**src/rtl/regbank_pkg.sv**
```systemverilog
package regbank_pkg;
  localparam int IDX_W = 8;

  typedef enum logic [1:0] {
    KIND_PLAIN = 2'd0,
    KIND_SET   = 2'd1,
    KIND_CLR   = 2'd2,
    KIND_TOG   = 2'd3
  } accessKind_e;

  typedef struct packed {
    logic              hit;
    logic              wr;
    logic              rd;
    accessKind_e       kind;
    logic [IDX_W-1:0]  regIdx;
  } bankStrobe_t;
endpackage

```
**src/rtl/regbank_ctrl.sv**
```systemverilog
module regbank_ctrl
  import regbank_pkg::*;
#(
  parameter int NUM_REGS = 4,
  parameter int ADDR_W   = 8,
  parameter logic [NUM_REGS-1:0] ALIAS_EN = '1
) (
  input  logic              wrEn,
  input  logic              rdEn,
  input  logic [ADDR_W-1:0] addr,
  output bankStrobe_t       strobe
);
  localparam int SLOT_W = ADDR_W - 4;

  logic [SLOT_W-1:0] slotNum;
  accessKind_e       kind;
  logic              inRange;
  logic              aliasOk;

  assign slotNum = addr[ADDR_W-1:4];
  assign kind    = accessKind_e'(addr[3:2]);
  assign inRange = (int'(slotNum) < NUM_REGS);

  always_comb begin
    aliasOk = 1'b0;
    for (int i = 0; i < NUM_REGS; i++) begin
      if (int'(slotNum) == i) aliasOk = ALIAS_EN[i];
    end
  end

  always_comb begin
    strobe.hit    = inRange && ((kind == KIND_PLAIN) || aliasOk);
    strobe.wr     = wrEn;
    strobe.rd     = rdEn;
    strobe.kind   = kind;
    strobe.regIdx = IDX_W'(slotNum);
  end
endmodule

```
**src/rtl/regbank_dp.sv**
```systemverilog
module regbank_dp
  import regbank_pkg::*;
#(
  parameter int NUM_REGS = 4,
  parameter logic [NUM_REGS*32-1:0] RESET_VALS  = '0,
  parameter logic [NUM_REGS*32-1:0] LOCK_MASKS  = '0,
  parameter logic [NUM_REGS*32-1:0] WIDTH_MASKS = '1
) (
  input  logic                   clk,
  input  logic                   rst,
  input  bankStrobe_t            strobe,
  input  logic [31:0]            wrData,
  output logic [31:0]            rdData,
  output logic [NUM_REGS*32-1:0] regOut
);
  function automatic logic [31:0] applyOp(
    input logic [31:0] cur,
    input logic [31:0] wd,
    input logic [31:0] lock,
    input accessKind_e kind
  );
    case (kind)
      KIND_PLAIN: applyOp = (cur & lock) | (wd & ~lock);
      KIND_SET:   applyOp = cur | wd;
      KIND_CLR:   applyOp = cur & ~wd;
      default:    applyOp = cur ^ (wd & ~lock);
    endcase
  endfunction

  logic [31:0] regQ [NUM_REGS];

  for (genvar g = 0; g < NUM_REGS; g++) begin : g_reg
    localparam logic [31:0] RST_V  = RESET_VALS[g*32 +: 32];
    localparam logic [31:0] LOCK_V = LOCK_MASKS[g*32 +: 32];
    localparam logic [31:0] WID_V  = WIDTH_MASKS[g*32 +: 32];
    logic writeHere;

    assign writeHere = strobe.wr && strobe.hit && (int'(strobe.regIdx) == g);

    always_ff @(posedge clk) begin
      if (rst) begin
        regQ[g] <= RST_V & WID_V;
      end else if (writeHere) begin
        regQ[g] <= applyOp(regQ[g], wrData, LOCK_V, strobe.kind) & WID_V;
      end
    end

    assign regOut[g*32 +: 32] = regQ[g];
  end

  logic [31:0] readMux;
  always_comb begin
    readMux = '0;
    for (int i = 0; i < NUM_REGS; i++) begin
      if (strobe.hit && int'(strobe.regIdx) == i) readMux = regQ[i];
    end
  end

  always_ff @(posedge clk) begin
    if (rst) rdData <= '0;
    else     rdData <= strobe.rd ? readMux : '0;
  end
endmodule

```
**src/rtl/regbank_sct.sv**
```systemverilog
module regbank_sct
  import regbank_pkg::*;
#(
  parameter int NUM_REGS = 4,
  parameter int ADDR_W   = 8,
  parameter logic [NUM_REGS-1:0] ALIAS_EN = 4'b0111,
  parameter logic [NUM_REGS*32-1:0] RESET_VALS =
    {32'h1234_5678, 32'h0000_003C, 32'h0000_0000, 32'h0000_00A5},
  parameter logic [NUM_REGS*32-1:0] LOCK_MASKS =
    {32'h0000_0000, 32'h0000_0000, 32'hF000_0000, 32'h0000_0000},
  parameter logic [NUM_REGS*32-1:0] WIDTH_MASKS =
    {32'hFFFF_FFFF, 32'h0000_00FF, 32'hFFFF_FFFF, 32'hFFFF_FFFF}
) (
  input  logic                   clk,
  input  logic                   rst,
  input  logic                   wrEn,
  input  logic                   rdEn,
  input  logic [ADDR_W-1:0]      addr,
  input  logic [31:0]            wrData,
  output logic [31:0]            rdData,
  output logic [NUM_REGS*32-1:0] regOut
);
  bankStrobe_t strobe;

  regbank_ctrl #(
    .NUM_REGS(NUM_REGS), .ADDR_W(ADDR_W), .ALIAS_EN(ALIAS_EN)
  ) u_ctrl (
    .wrEn(wrEn), .rdEn(rdEn), .addr(addr), .strobe(strobe)
  );

  regbank_dp #(
    .NUM_REGS(NUM_REGS), .RESET_VALS(RESET_VALS),
    .LOCK_MASKS(LOCK_MASKS), .WIDTH_MASKS(WIDTH_MASKS)
  ) u_dp (
    .clk(clk), .rst(rst), .strobe(strobe), .wrData(wrData),
    .rdData(rdData), .regOut(regOut)
  );
endmodule

```
**config.mk**
```make
export PLATFORM = sky130hd
export DESIGN_NAME = regbank_sct
export DESIGN_NICKNAME = d
export VERILOG_FILES = /design/src/rtl/regbank_pkg.sv /design/src/rtl/regbank_ctrl.sv /design/src/rtl/regbank_dp.sv /design/src/rtl/regbank_sct.sv
export SDC_FILE = /design/constraint.sdc
export NUM_CORES = 1
export LEC_CHECK = 0
export ABC_AREA = 1
export BUFFER_PORTS_ARGS = -buffer_cell sky130_fd_sc_hd__buf_4
export CAP_MARGIN = 10
export CORE_ASPECT_RATIO = 1.1
export CORE_UTILIZATION = 54
export CTS_BUF_LIST = sky130_fd_sc_hd__clkbuf_8
export CTS_CLUSTER_DIAMETER = 150
export DETAILED_ROUTE_END_ITERATION = 10
export PLACE_DENSITY = 0.85
export RECOVER_POWER = 50
export SYNTH_ARGS = -nofsm -noshare
export SYNTH_HDL_FRONTEND = slang
export SYNTH_SLANG_ARGS = --single-unit
```
**constraint.sdc**
```tcl
create_clock -name clk -period 1.85 [get_ports clk]
set_input_delay 0.185 -clock clk [delete_from_list [all_inputs] [get_ports clk]]
set_output_delay 0.185 -clock clk [all_outputs]
set_load 0.1 [all_outputs]
```
# Word level (Yosys, flattened, before mapping)
# Memory sizes are Yosys's and may differ from the RTL's.
# Cells that the tools add are included.
[classes]
eq_ne = 5
muxes = 38
n_reduce_logical = 15
bitwise = 19
magnitude_cmp = 1
[op_table]
columns = ["operator", "count"]
rows = [
  ["32-bit two-way mux", 14],
  ["32-bit case mux with 3 select lines", 3],
  ["32-bit bitwise AND", 3],
  ["32-bit OR", 3],
  ["32-bit XOR", 2],
  ["32-bit inverter", 1],
  ["32-bit by 28-bit OR with 32-bit output", 1],
  ["32-bit by 28-bit XOR with 32-bit output", 1],
  ["8-bit case mux with 3 select lines", 1],
  ["1-bit two-way mux", 18],
  ["8-bit two-way mux", 2],
  ["1-bit logical AND", 10],
  ["8-bit bitwise AND", 1],
  ["4-bit by 3-bit == test with 1-bit output (second input constant)", 2],
  ["8-bit logical NOT", 1],
  ["8-bit OR", 1],
  ["8-bit XOR", 1],
  ["4-bit by 2-bit == test with 1-bit output (second input constant)", 1],
  ["4-bit logical NOT", 1],
  ["4-bit by 3-bit < comparator with 1-bit output (second input constant)", 1],
  ["1-bit OR", 4],
  ["2-bit by 1-bit == test with 1-bit output (second input constant)", 1],
  ["2-bit == test (second input constant)", 1],
  ["2-bit logical NOT", 1],
  ["3 further kinds", 3],
]
[word_totals]
in_bits = 44
ram_bits = 128
mem_count = 1
wordCells = 80
reg_bits = 32
[memory_table]
columns = ["memory", "depth", "width", "rd", "rd_ports_with_merged_regs", "write_ports", "line_no", "text"]
rows = [
  ["u_dp.regQ", 4, 32, 4, 0, 4, "regbank_dp.sv:30", "logic [31:0] regQ [NUM_REGS];"],
]

# Longest topological paths before layout
[logic_depth]
ltp_word = 13
depth_mapped = 8

# By module
# A second synthesis with hierarchy kept.
[unflattened]
hier_cells = 1303
hier_area_um2 = 10840.4
[modules_own_cells]
columns = ["mod", "area_per_inst_um2", "instances", "cells_each"]
rows = [
  ["regbank_dp", 10725.3, 1, 1285],
  ["regbank_ctrl", 115.1, 1, 18],
]

# Least setup slack after synthesis
# Ideal clock, no wire load.
[synth_path]
path_type = "flip-flop to flip-flop"
startpoint = "memory u_dp.regQ[3][13]"
endpoint = "memory u_dp.regQ[3][13], data pin"
t_required_ns = 1.593
path_stages_with_launch = 6
t_arrival_ns = 1.743
path_slack_ns = -0.150
path_cell_list = "edfxtp_1 -> inv_1 -> ha_1 -> or2_2 -> nand2_1 -> nor2_1"
[synth_lines]
columns = ["item", "line_no"]
rows = [
  ["from (decl)", "regbank_dp.sv:30"],
]

==> qor.yml <==
worst_hold_path:
  hold_path_end: "u_dp.regQ[0][7]$_SDFFCE_PN1P_"
  hold_path.class: "in2reg"
  hold_start: "rst"
  hold-path-cell-count: 3
sta:
  finalHoldViolations: 0
  setup_ws_ns: 0.286
  max_freq_mhz: 639
  fin_worst_skew_ns: 0.00987
  slew_headroom: 0.261
  slew_viol_final: 0
  timing.final.crit_share: 0.845
  hold_slack_ns: 0.127
  worstMarginPinSlew_ns: 1.11
  finalSetupViolations: 0
  rsz0062_at_grt: "false"
  finalCriticalPeriod_ns: 1.56
layout:
  utilization: 0.649
  fin_nets: 1932
  drive_gt1_frac: 0.162
  fillers: 1720
  diodes: 0
  area_delta_synth_final_pct: 17.7
worst_setup_path:
  critical_path.max_fanout: 17
  cp.required_ns: 1.96
  rr_worst_depth: 5
  reg2reg_slack_ns: 0.44
  end_kind: "register"
  startpoint: "addr[7]"
  r2r_end: "u_dp.regQ[1][10]$_SDFFCE_PN0P_"
  start_kind: "primary input"
  r2r_start: "u_dp.regQ[1][10]$_SDFFCE_PN0P_"
  crit_type: "in2reg"
  crit_arrival_ns: 1.67
cts:
  hold_buffers: 0
  post_cts_buffers: 0
  cts-buffers-inserted: 17
  clockRootBuffer: "clkbuf_8"
  numClockSinks: 136
  path_clk_slew_ns: 0.08
  tritoncts: "yes"
  cts_resized: 0
  htreeDepth: 4
  cts_buffer_depth: 2
  clk_latency_ns: 0.47
floorplan:
  initial_core_util: 0.552
  rows: 55
  die_area_um2: 21700
  die_w_um: 140
  ioPinCount: 204
  core_um2: 20600
  die_h_um: 154
synth:
  async_flop_share: 0
  synth_commonest_cells: "nand2_1, inv_1, nor2_1, ha_1, nand3_1"
  ys_types: 23
  synth_seq_cells: 136
  syn_inst: 1518
  synthTopCellsByArea: "edfxtp_1, ha_1, nand2_1"
  synthesis.area_um2: 11400
  ys_seq_area_frac: 0.331
  synth_top_area_frac: 0.274
  synth_top_cell_by_area: "edfxtp_1"
  synth.avg_cell_area_um2: 7.50
  synth_edf_count: 104
  synth_most_common_cell: "nand2_1"
  ys.flop_type: "edfxtp_1"
  ys_warn_count: 0
grt:
  grt.overflow.total: 0
  grt_max_degree: 55
  grt_first_pass_wirelength_mm: 52.4
  antenna_found_initial: 1
  gr-usage-all-layers: 0.311
  grt_pass1_vias: 10200
placement:
  place_congestion: 0.853
  place_ws_ns: 0.137
  portBuffers: 177
  place_hpwl_mm: 22.8
routing:
  via_count: 10800
  first_pass_iters: 6
  via_per_inst: 5.53
  drt_iter0_drc: 1166
  wirelength_mm: 33.6
  wl_per_cell_um: 17.2
  postRouteAntennaNets: 0
  drc_errors: 0
power:
  powerDensity_nw_per_um2: 654
  ir_worst_vdd_mv: 0.499
  design_power_total_mw: 8.76
  p_leak_nw: 7.20
status:
  status: "finished clean"
flow_run:
  cap_violations: 0
==> worst max path at each step <==
| stage | slack (ns) | endpoint | cells past startpoint |
|---|---|---|---|
| 2_1_floorplan | -0.09 | u_dp.regQ[3][13]$_SDFFCE_PN0P_ | 5 |
| 3_3_place_gp | 0.22 | u_dp.regQ[1][24]$_SDFFCE_PN0P_ | 6 |
| 3_5_place_dp | 0.14 | u_dp.regQ[1][18]$_SDFFCE_PN0P_ | 6 |
| 4_1_cts | 0.38 | regOut[42] | 1 |
| 5_1_grt | 0.21 | u_dp.rdData[3]$_SDFF_PP0_ | 8 |
| 6_report | 0.29 | u_dp.regQ[1][11]$_SDFFCE_PN0P_ | 5 |
==> cell families (layout without fill, tap and decap cells) <==
kind of cell / after synthesis / count (layout) / share of synthesized area
buffers and inverters: 351 / 511 / 0.130
adders and majority gates: 200 / 200 / 0.220
DFF: 136 / 136 / 0.331
other: 1 / 24 / 0.000329
AOI/OAI and AO/OA: 97 / 97 / 0.0464
and+or+nand+nor: 733 / 733 / 0.273
==> through the flow <==
stage                     setup TNS (ns)  instance area, um2  cells
final                                  0               13400   1957
after CTS                              0               13600   1957
after detailed placement               0               13100   1925
after global placement                 0               13100   1925
after global routing                   0               13400   1957
after floorplan                    -1.31               11500   1541
==> layout make-up <==
| type | instances | area, um2 | area share |
|---|---|---|---|
| multi-input cells | 1054 | 6290 | 0.470 |
| flip-flops and latches | 136 | 3760 | 0.281 |
| clock inverters | 15 | 231 | 0.0173 |
| clock buffers | 17 | 234 | 0.0175 |
| inverters | 259 | 972 | 0.0725 |
| repair buffers | 220 | 1580 | 0.118 |
| well taps | 256 | 320 | 0.0239 |
==> registers in the layout, summed over array words and instances, names as in the netlist <==
| register | cells |
|---|---|
| u_dp.rdData | 32 |
| u_dp.regQ | 104 |
==> placed cells by master, fill, tap and decap left out, drive strengths merged <==
cell type	n
ha	200
clkbuf	59
conb	24
bufinv	6
clkinv	7
edfxtp	104
o21bai	17
buf	178
clkinvlp	2
o21ai	80
nand3	145
dfxtp	32
nor2	211
nand4	33
nand2	325
inv	259
or2	19
==> where the power goes <==
part           internal, mW  leakage [nW]  switching, mW
logic                 0.540          5.70           1.73
registers              3.37          1.27          0.102
clock network          1.72         0.230           1.30
total                  5.63          7.20           3.13
==> layer usage <==
metal  vias up  track usage  part of all wire
met1      5019        0.374              0.38
met2       621        0.523              0.47
met3       128       0.0669              0.10
li1       5048            -                 -
met4         2        0.163             0.044
met5         -            0           0.00036
==> worst max-delay path, stage by stage <==
cell and delay [ns]:
clkbuf_1 0.10, nor2_4 0.23, nand4_1 0.17, nand2_1 0.41
clkbuf_2 0.58
Note: power is estimated with default switching activity, not from simulation.
